### src/rtl/rdreg_pkg.sv
package rdreg_pkg;

    typedef enum logic [1:0] {
        ST_IDLE  = 2'd0,
        ST_WAIT  = 2'd1,
        ST_VALID = 2'd2,
        ST_HOLD  = 2'd3
    } rd_state_e;

    typedef struct packed {
        logic fast;
        logic async_on;
        logic latch;
    } mode_t;

endpackage

### src/rtl/rdreg_sync_edge.sv
module rdreg_sync_edge #(
    parameter int STAGES = 2
) (
    input  logic clk,
    input  logic rst_n,
    input  logic din,
    output logic fall
);
    logic [STAGES:0] hist_q;

    always_ff @(posedge clk or negedge rst_n) begin
        if (!rst_n) hist_q <= '1;
        else        hist_q <= {hist_q[STAGES-1:0], din};
    end

    assign fall = hist_q[STAGES] & ~hist_q[STAGES-1];
endmodule

### src/rtl/rdreg_cell_timer.sv
module rdreg_cell_timer #(
    parameter int CELL_TICKS = 8
) (
    input  logic clk,
    input  logic rst_n,
    input  logic fast,
    input  logic fall,
    output logic bit_vld,
    output logic bit_val
);
    localparam int CW = (CELL_TICKS > 1) ? $clog2(CELL_TICKS) : 1;

    logic          div_q;
    logic          pend_q;
    logic [CW-1:0] cnt_q;
    logic          tick, trans, expire;

    assign tick   = fast | div_q;
    assign trans  = tick & (pend_q | fall);
    assign expire = tick & ~trans & (cnt_q == CW'(CELL_TICKS - 1));

    always_ff @(posedge clk or negedge rst_n) begin
        if (!rst_n) begin
            div_q  <= 1'b0;
            pend_q <= 1'b0;
            cnt_q  <= '0;
        end else begin
            div_q  <= ~div_q;
            pend_q <= (pend_q | fall) & ~tick;
            if (tick) cnt_q <= (trans | expire) ? '0 : cnt_q + 1'b1;
        end
    end

    assign bit_vld = trans | expire;
    assign bit_val = trans;
endmodule

### src/rtl/rdreg_shifter.sv
module rdreg_shifter #(
    parameter int DW = 8
) (
    input  logic          clk,
    input  logic          rst_n,
    input  logic          bit_vld,
    input  logic          bit_val,
    output logic          byte_done,
    output logic          shift_start,
    output logic [DW-1:0] byte_val
);
    logic [DW-2:0] sh_q;

    assign byte_val    = {sh_q, bit_val};
    assign byte_done   = bit_vld & byte_val[DW-1];
    assign shift_start = bit_vld & bit_val & (sh_q == '0);

    always_ff @(posedge clk or negedge rst_n) begin
        if (!rst_n)       sh_q <= '0;
        else if (bit_vld) sh_q <= byte_done ? '0 : byte_val[DW-2:0];
    end
endmodule

### src/rtl/disk_rdreg.sv
module disk_rdreg
    import rdreg_pkg::*;
#(
    parameter int DW          = 8,
    parameter int CELL_TICKS  = 8,
    parameter int LOW_MIN     = 6,
    parameter int HOLD_CYC    = 8,
    parameter int SYNC_STAGES = 2
) (
    input  logic          clk,
    input  logic          rst_n,
    input  logic          rd_serial,
    input  logic          dev_sel_n,
    input  logic          qual_a,
    input  logic          qual_b,
    input  logic [2:0]    mode_wdata,
    output logic [DW-1:0] rd_data
);
    localparam int LCW = $clog2(LOW_MIN + 1);
    localparam int HCW = (HOLD_CYC > 1) ? $clog2(HOLD_CYC) : 1;

    logic          fall, bit_vld, bit_val, byte_done, shift_start;
    logic [DW-1:0] byte_val;

    rdreg_sync_edge #(.STAGES(SYNC_STAGES)) u_sync (
        .clk(clk), .rst_n(rst_n), .din(rd_serial), .fall(fall)
    );

    rdreg_cell_timer #(.CELL_TICKS(CELL_TICKS)) u_cell (
        .clk(clk), .rst_n(rst_n), .fast(mode_q.fast), .fall(fall),
        .bit_vld(bit_vld), .bit_val(bit_val)
    );

    rdreg_shifter #(.DW(DW)) u_shift (
        .clk(clk), .rst_n(rst_n), .bit_vld(bit_vld), .bit_val(bit_val),
        .byte_done(byte_done), .shift_start(shift_start), .byte_val(byte_val)
    );

    mode_t          mode_q;
    rd_state_e      st_q, st_d;
    logic [DW-1:0]  data_q, pend_q;
    logic [HCW-1:0] hcnt_q;
    logic [LCW-1:0] lowcnt_q;
    logic           rd_acc, rd_acc_q, rd_start, mode_we;
    logic           latch_pol, low_ok, hold_done;
    logic           load_new, load_pend, save_pend, clr;

    assign rd_acc    = ~dev_sel_n & ~qual_a & ~qual_b;
    assign mode_we   = ~dev_sel_n & qual_a & qual_b;
    assign rd_start  = rd_acc & ~rd_acc_q;
    assign latch_pol = mode_q.async_on & mode_q.latch;
    assign low_ok    = (lowcnt_q >= LCW'(LOW_MIN - 1));
    assign hold_done = (hcnt_q == HCW'(HOLD_CYC - 1));

    // state register
    always_ff @(posedge clk or negedge rst_n) begin
        if (!rst_n) st_q <= ST_IDLE;
        else        st_q <= st_d;
    end

    // next state and datapath controls
    always_comb begin
        st_d      = st_q;
        load_new  = 1'b0;
        load_pend = 1'b0;
        save_pend = 1'b0;
        clr       = 1'b0;
        unique case (st_q)
            ST_IDLE, ST_WAIT: begin
                if (byte_done && low_ok) begin
                    load_new = 1'b1;
                    st_d     = ST_VALID;
                end else if (byte_done) begin
                    save_pend = 1'b1;
                    st_d      = ST_WAIT;
                end else if (st_q == ST_WAIT && low_ok) begin
                    load_pend = 1'b1;
                    st_d      = ST_VALID;
                end
            end
            ST_VALID: begin
                if (byte_done) begin
                    clr       = 1'b1;
                    save_pend = 1'b1;
                    st_d      = ST_WAIT;
                end else if (latch_pol && rd_start) begin
                    st_d = ST_HOLD;
                end else if (!latch_pol && shift_start) begin
                    clr  = 1'b1;
                    st_d = ST_IDLE;
                end
            end
            ST_HOLD: begin
                if (byte_done) begin
                    clr       = 1'b1;
                    save_pend = 1'b1;
                    st_d      = ST_WAIT;
                end else if (hold_done) begin
                    clr  = 1'b1;
                    st_d = ST_IDLE;
                end
            end
        endcase
    end

    // registers beside the state
    always_ff @(posedge clk or negedge rst_n) begin
        if (!rst_n) begin
            mode_q   <= '0;
            data_q   <= '0;
            pend_q   <= '0;
            hcnt_q   <= '0;
            lowcnt_q <= LCW'(LOW_MIN);
            rd_acc_q <= 1'b0;
        end else begin
            rd_acc_q <= rd_acc;
            if (mode_we)   mode_q <= mode_t'(mode_wdata);
            if (save_pend) pend_q <= byte_val;
            if (load_new)       data_q <= byte_val;
            else if (load_pend) data_q <= pend_q;
            else if (clr)       data_q <= '0;
            if (st_q == ST_HOLD) hcnt_q <= hcnt_q + 1'b1;
            else                 hcnt_q <= '0;
            if (data_q[DW-1])                 lowcnt_q <= '0;
            else if (lowcnt_q != LCW'(LOW_MIN)) lowcnt_q <= lowcnt_q + 1'b1;
        end
    end

    // outputs
    always_comb begin
        rd_data = rd_acc ? data_q : '0;
    end
endmodule

### config.mk
export PLATFORM = sky130hd
export DESIGN_NAME = disk_rdreg
export DESIGN_NICKNAME = d
export VERILOG_FILES = /design/src/rtl/rdreg_pkg.sv /design/src/rtl/rdreg_sync_edge.sv /design/src/rtl/rdreg_cell_timer.sv /design/src/rtl/rdreg_shifter.sv /design/src/rtl/disk_rdreg.sv
export SDC_FILE = /design/constraint.sdc
export NUM_CORES = 1
export LEC_CHECK = 0
export BUFFER_PORTS_ARGS = -buffer_cell sky130_fd_sc_hd__buf_4
export CAP_MARGIN = 30
export CORE_MARGIN = 1.5
export CORE_UTILIZATION = 40
export DETAILED_ROUTE_END_ITERATION = 7
export GPL_TIMING_DRIVEN = 0
export HOLD_SLACK_MARGIN = 0.03
export PLACE_DENSITY = 0.67
export SLEW_MARGIN = 20
export SYNTH_ARGS = -nofsm -noshare
export SYNTH_HDL_FRONTEND = slang
export SYNTH_HIERARCHICAL = 1
export SYNTH_SLANG_ARGS = --single-unit
### constraint.sdc
create_clock -name clk -period 2.39 [get_ports clk]
set_input_delay 0.478 -clock clk [delete_from_list [all_inputs] [get_ports clk]]
set_output_delay 0.478 -clock clk [all_outputs]
set_load 0.02 [all_outputs]
=== Yosys cells after proc, flatten, opt, wreduce, memory -nomap -nowiden ===
Cells that the tools add are included.

* $add $sub $neg: 3
* Magnitude comparators: 1
* Equal/unequal tests: 9
* Mux-type cells: 33
* Bitwise operators: 25
* Reduce and logical (&&, ||, !) cells: 12

{| class="wikitable"
|+ Operator list
! kind !! count
|-
| 8-bit two-way mux || 4
|-
| 2-bit two-way mux || 8
|-
| 1-bit AND || 14
|-
| 1-bit two-way mux || 13
|-
| 3-bit two-way mux || 4
|-
| 3-bit by 1-bit adder with 3-bit output (second input constant) || 3
|-
| 4-bit != test (second input constant) || 2
|-
| 1-bit NOT || 8
|-
| 7-bit logical NOT || 1
|-
| 7-bit two-way mux || 1
|-
| 3-bit == test (second input constant) || 2
|-
| 3-bit != test (second input constant) || 2
|-
| 2-bit case mux with 3 select lines || 1
|-
| 2-bit == test (second input constant) || 2
|-
| 1-bit logical AND || 4
|-
| 1-bit case mux with 2 select lines || 2
|-
| 2-bit OR reduction || 2
|-
| 3-bit greater-or-equal comparator (second input constant) || 1
|-
| 1-bit bitwise OR || 3
|-
| 3-bit AND reduction || 1
|-
| 3-bit nonzero test || 1
|-
| 2-bit by 1-bit == test with 1-bit output (second input constant) || 1
|-
| 2-bit logical NOT || 1
|-
| 2-bit nonzero test || 1
|-
| 1-bit logical NOT || 1
|}

* Register bits: 43
* Logic and storage cells: 97

=== Longest topological paths before layout ===
* Depth in word-level cells: 18
* Gate-level depth with buffers: 10
* Mapped depth without buffers: 9

=== By module ===
The synthesis kept the hierarchy.

{| class="wikitable"
|+ By module, submodules not included
! module !! times used !! cells an instance !! area an instance (µm²) !! seq. area each (µm²)
|-
| disk_rdreg || 1 || 112 || 1345.0 || 703.2
|-
| rdreg_shifter || 1 || 23 || 304.0 || 175.2
|-
| rdreg_cell_timer || 1 || 21 || 236.5 || 125.1
|-
| rdreg_sync_edge || 1 || 4 || 92.6 || 78.8
|}

=== Worst setup path before layout ===
No wires, ideal clock.

* Path type: flip-flop to flip-flop
* Start: register u_cell.cnt_q[0]
* End: register data_q[0]
* Data arrival time: 2333 ps
* Data required time: 2324 ps
* Path slack: -9 ps
* Stages on the path, launching flop included: 11
* Cell sequence: dfrtp_1 > ha_1 > ha_1 > or3_4 > nor2b_1 > and2_1 > buf_2 > nand2b_1 > nor3_1 > and2_1 > a221o_1

* Elaborated cells between the ends (all ways): 21

{| class="wikitable"
|+ RTL lines
! element !! line !! RTL
|-
| start: declaration || rdreg_cell_timer.sv:15 || <nowiki>logic [CW-1:0] cnt_q;</nowiki>
|-
| start signal: assignment || rdreg_cell_timer.sv:30 || <nowiki>if (tick) cnt_q <= (trans | expire) ? '0 : cnt_q + 1'b1;</nowiki>
|-
| 3-bit == test * || rdreg_cell_timer.sv:20 || <nowiki>assign expire = tick & ~trans & (cnt_q == CW'(CELL_TICKS - 1));</nowiki>
|-
| 1-bit AND * || rdreg_cell_timer.sv:20 ||
|-
| 1-bit bitwise OR * || rdreg_cell_timer.sv:34 || <nowiki>assign bit_vld = trans | expire;</nowiki>
|-
| via bit_vld || disk_rdreg.sv:22 || <nowiki>logic fall, bit_vld, bit_val, byte_done, shift_start;</nowiki>
|-
| 1-bit AND * || rdreg_shifter.sv:15 || <nowiki>assign byte_done = bit_vld & byte_val[DW-1];</nowiki>
|-
| via byte_done || disk_rdreg.sv:22 ||
|-
| 1-bit two-way mux / 1-bit logical AND (equally long branches) || disk_rdreg.sv:73, disk_rdreg.sv:70 ||
|-
| 1-bit two-way mux || disk_rdreg.sv:70 || <nowiki>if (byte_done && low_ok) begin</nowiki>
|-
| 1-bit two-way mux || disk_rdreg.sv:68 || <nowiki>unique case (st_q)</nowiki>
|-
| 8-bit two-way mux || disk_rdreg.sv:120 || <nowiki>else if (load_pend) data_q <= pend_q;</nowiki>
|-
| 8-bit two-way mux || disk_rdreg.sv:119 || <nowiki>if (load_new) data_q <= byte_val;</nowiki>
|-
| end signal: assignment || disk_rdreg.sv:119 ||
|-
| end signal: assignment || disk_rdreg.sv:120 ||
|-
| end: declaration || disk_rdreg.sv:41 || <nowiki>logic [DW-1:0] data_q, pend_q;</nowiki>
|}

Mark *: on every way through the listed nets, which the timed path passes. The rest lies on a longest branch.
A chain may end at the register's enable or synchronous reset.

=== Worst setup path in the final report ===
* Start: register u_sync.hist_q[2]
* End: register data_q[3]

* Longest elaborated chain between the ends: 15
* Elaborated cells between the ends (all ways): 25

{| class="wikitable"
|+ Ends and longest elaborated chain
! element !! line !! RTL
|-
| start: declaration || rdreg_sync_edge.sv:9 || <nowiki>logic [STAGES:0] hist_q;</nowiki>
|-
| start signal: assignment || rdreg_sync_edge.sv:13 || <nowiki>else hist_q <= {hist_q[STAGES-1:0], din};</nowiki>
|-
| 1-bit AND * || rdreg_sync_edge.sv:16 || <nowiki>assign fall = hist_q[STAGES] & ~hist_q[STAGES-1];</nowiki>
|-
| via fall || disk_rdreg.sv:22 ||
|-
| 1-bit bitwise OR * || rdreg_cell_timer.sv:19 || <nowiki>assign trans = tick & (pend_q | fall);</nowiki>
|-
| 1-bit AND * || rdreg_cell_timer.sv:19 ||
|-
| 1-bit NOT || rdreg_cell_timer.sv:20 ||
|-
| 1-bit AND (2 in a row) || rdreg_cell_timer.sv:20 ||
|-
| 1-bit bitwise OR * || rdreg_cell_timer.sv:34 ||
|-
| via bit_vld || disk_rdreg.sv:22 ||
|-
| 1-bit AND * (2 in a row) || rdreg_shifter.sv:16 || <nowiki>assign shift_start = bit_vld & bit_val & (sh_q == '0);</nowiki>
|-
| via shift_start || disk_rdreg.sv:22 ||
|-
| 1-bit logical AND * || disk_rdreg.sv:88 || <nowiki>end else if (!latch_pol && shift_start) begin</nowiki>
|-
| 1-bit two-way mux * || disk_rdreg.sv:88 ||
|-
| 1-bit two-way mux * || disk_rdreg.sv:86 || <nowiki>end else if (latch_pol && rd_start) begin</nowiki>
|-
| 1-bit two-way mux * || disk_rdreg.sv:82 || <nowiki>if (byte_done) begin</nowiki>
|-
| 1-bit case mux with 2 select lines * || disk_rdreg.sv:68 ||
|-
| 3-bit nonzero test (no source line) * || n/a ||
|}

Marks and branches as above.

==> results.json <==
{
  "outcome": "completed",
  "ir_worst_vdd_mv": 0.407,
  "ctsHoldBuffers": 0,
  "whs_ns": 0.155,
  "worstSetupPathType": "flip-flop to flip-flop",
  "clock_path_buffers": 2,
  "n_fill_cell": 434,
  "first_global_vias": 1404,
  "synth.net_count": 176,
  "slew-limit-headroom_pct": 64.8,
  "worst_slew_pin_slew_ns": 0.529,
  "grt_pass1_wl_um": 6500,
  "fin_worst_skew_ns": 0.00493,
  "core_area_mm2": 0.00475,
  "maxCapViolCount": 0,
  "clock-sinks": 43,
  "drive_gt1_share_pct": 37.4,
  "final_util_pct": 50.8,
  "ys.flop_type": "dfrtp_1",
  "rsz0062_at_grt": "true",
  "r2r-start": "u_sync/hist_q[2]$_DFF_PN1_",
  "cts_tree": "yes",
  "wirelength_um": 3970,
  "drc": 0,
  "grt_max_degree": 44,
  "drt_iter0_markers": 145,
  "syn_area_mm2": 0.00198,
  "worstReg2RegEnd": "data_q[3]$_DFFE_PN0P_",
  "grt_overflow_total": 0,
  "synth_fa_ha_area_share_pct": 4.43,
  "place_congestion": 0.773,
  "htreeDepth": 2,
  "hold_violations": 0,
  "post_drt_wl_per_cell_um": 15.4,
  "num_io_pins": 17,
  "clk_latency_ns": 0.30,
  "p_leak_nw": 1.16,
  "antenna_found_initial": 0,
  "hpwl_um": 2740,
  "num_vias": 1353,
  "critPathLaunchType": "flip-flop",
  "grt_usage_pct": 16.2,
  "synth.area.mux_share_pct": 6.83,
  "start_util_pct": 41.6,
  "fmax_mhz": 427,
  "final_common_cell": "dfrtp_1",
  "first_pass_iters": 4,
  "final_cell_mix": "dfrtp_1 (38), buf_4 (25), and2_1 (17)",
  "powerDensity_mw_per_mm2": 1040,
  "ys_types": 41,
  "ys_ff_latch": 43,
  "crit_fanout": 8,
  "dp_cells": 243,
  "synthCells": 160,
  "pwr-share-clk_pct": 20.3,
  "clkTransAtPathRegs_ns": 0.08,
  "die_h_um": 73.3,
  "final_antenna_net_count": 0,
  "synth_compound_area_share_pct": 13.3,
  "power_w": 0.00250,
  "area_delta_synth_final_pct": 22.0,
  "port_buffers": 16,
  "synth-simple-area-share_pct": 17.8,
  "fin_crit_sh_pct": 97.9,
  "r2r_slack_ns": 0.05,
  "crit_path_end_kind": "flip-flop",
  "syn_area_per_cell_um2": 12.4,
  "final_cells": 257,
  "p_sw_share_pct": 34.0,
  "finalMaxSlewViolations": 0,
  "intPower_w": 0.00165,
  "cp_data_required_time_ns": 2.58,
  "synth_edf_count": 0,
  "rows": 25,
  "layout.nets": 205,
  "setup_viol": 0,
  "synth_top_family_by_area": "simple AND/OR/NAND/NOR gates",
  "critical_path_arrival_ns": 2.52,
  "combPwrFrac_pct": 32.6,
  "synth_xor_area_share_pct": 0.443,
  "yosys_warnings": 6,
  "dieArea_mm2": 0.00538,
  "vias_per_cell": 5.26,
  "reg2reg_depth": 8,
  "cts_buffers": 5,
  "die_w_um": 73.3,
  "hold_path.class": "input pin to async pin",
  "antenna_cells": 0,
  "switchingPower_w": 0.000849,
  "root_buffer": "clkbuf_8",
  "ys_seq_area_share_pct": 54.7,
  "async_reset_ff_share_pct": 100,
  "seqPwrFrac_pct": 47.2,
  "period_needed_ns": 2.34
}
worst max-delay path, cell delays in order (launching register included):
cell and delay [ns]:
dfstp_2 0.52, nor2b_4 0.14, or3_4 0.13, nor2b_4 0.15, nor4b_4 0.19, and3_4 0.22, nand3_2 0.06, a221o_2 0.43
a221o_1 0.38
logic make-up (layout without fill, tap and decap cells):
kind of cell,Yosys count,count (layout)
flip-flops,43,43
adder cells (fa/ha/maj),7,7
multiplexers,12,12
AO/OA/AOI/OAI,30,30
AND/OR/NAND/NOR,57,57
buffers and inverters,10,40
XOR/XNOR,1,1
power by group through the flow:
stage	sequential, W	clock, W	combinational (W)
floorplan	0.00112	0	0.000556
global placement	0.00115	0	0.000649
detailed placement	0.00118	0	0.000706
CTS	0.00116	0.000520	0.000762
global route	0.00121	0.000545	0.000886
finish	0.00118	0.000506	0.000814
how the worst max path moves through the flow:
stage | startpoint | end | slack, ns | depth (start not counted)
after floorplan | u_sync/hist_q[2]$_DFF_PN1_ | data_q[7]$_DFFE_PN0P_ | 0.05 | 8
after detailed placement | u_sync/hist_q[2]$_DFF_PN1_ | data_q[3]$_DFFE_PN0P_ | -0.37 | 8
after global routing | u_cell/cnt_q[0]$_DFFE_PN0P_ | data_q[7]$_DFFE_PN0P_ | -0.06 | 9
final | u_sync/hist_q[2]$_DFF_PN1_ | data_q[3]$_DFFE_PN0P_ | 0.05 | 8
after CTS | u_sync/hist_q[2]$_DFF_PN1_ | data_q[3]$_DFFE_PN0P_ | -0.01 | 8
after global placement | u_cell/cnt_q[0]$_DFFE_PN0P_ | data_q[5]$_DFFE_PN0P_ | -0.23 | 9
synth_stat cells, drive strengths merged (4+ instances only):
master / n / area share (%)
mux2: 12 / 6.8
inv: 5 / 0.95
ha: 7 / 4.4
nor3: 6 / 2.1
a22o: 5 / 2.2
a221o: 9 / 4.6
nand2: 6 / 1.1
o21ai: 4 / 1.2
and2: 18 / 5.7
nor2b: 4 / 1.6
dfrtp: 38 / 48
dfstp: 5 / 6.6
nor2: 11 / 2.2
sequential cells by signal (all words and copies together), names as in the netlist:
register       flops
hcnt_q             3
mode_q             3
u_cell/pend_q      1
u_cell/cnt_q       3
rd_acc_q           1
data_q             8
st_q               2
lowcnt_q           3
u_sync/hist_q      3
u_cell/div_q       1
pend_q             8
u_shift/sh_q       7
stage by stage:
| step | area [µm²] | setup slack [ns] | setup TNS (ns) |
|---|---|---|---|
| 2_1_floorplan | 1980 | 0.0548 | 0 |
| 3_3_place_gp | 2190 | -0.229 | -1.81 |
| 3_5_place_dp | 2190 | -0.367 | -3.25 |
| 4_1_cts | 2350 | -0.00967 | -0.0286 |
| 5_1_grt | 2410 | -0.0612 | -0.306 |
| 6_report | 2410 | 0.0503 | 0 |
layer usage:
metal,wire [µm],up-vias,GRT usage [%]
met5,0,-,0
met4,67,0,7.41
met3,148,6,4.39
met2,2100,22,27.8
met1,1660,695,18.8
li1,-,630,-
cell type report:
| class | count | area (µm²) | share of cell area [%] |
|---|---|---|---|
| buffer | 4 | 25.0 | 1.04 |
| clock buffer | 8 | 100 | 4.15 |
| sequential | 43 | 1080 | 44.8 |
| inverter | 5 | 18.8 | 0.778 |
| multi-input combinational | 107 | 931 | 38.6 |
| tap | 67 | 83.8 | 3.47 |
| timing repair buffer | 23 | 173 | 7.15 |
timing repair:
item | 4_1_cts | 5_1_grt
pin swaps | 14 | 10
setup buffers | 5 | 2
resized for setup | 6 | 9
setup endpoints to repair | 17 | 9
Power figures use the tool's default switching activity.
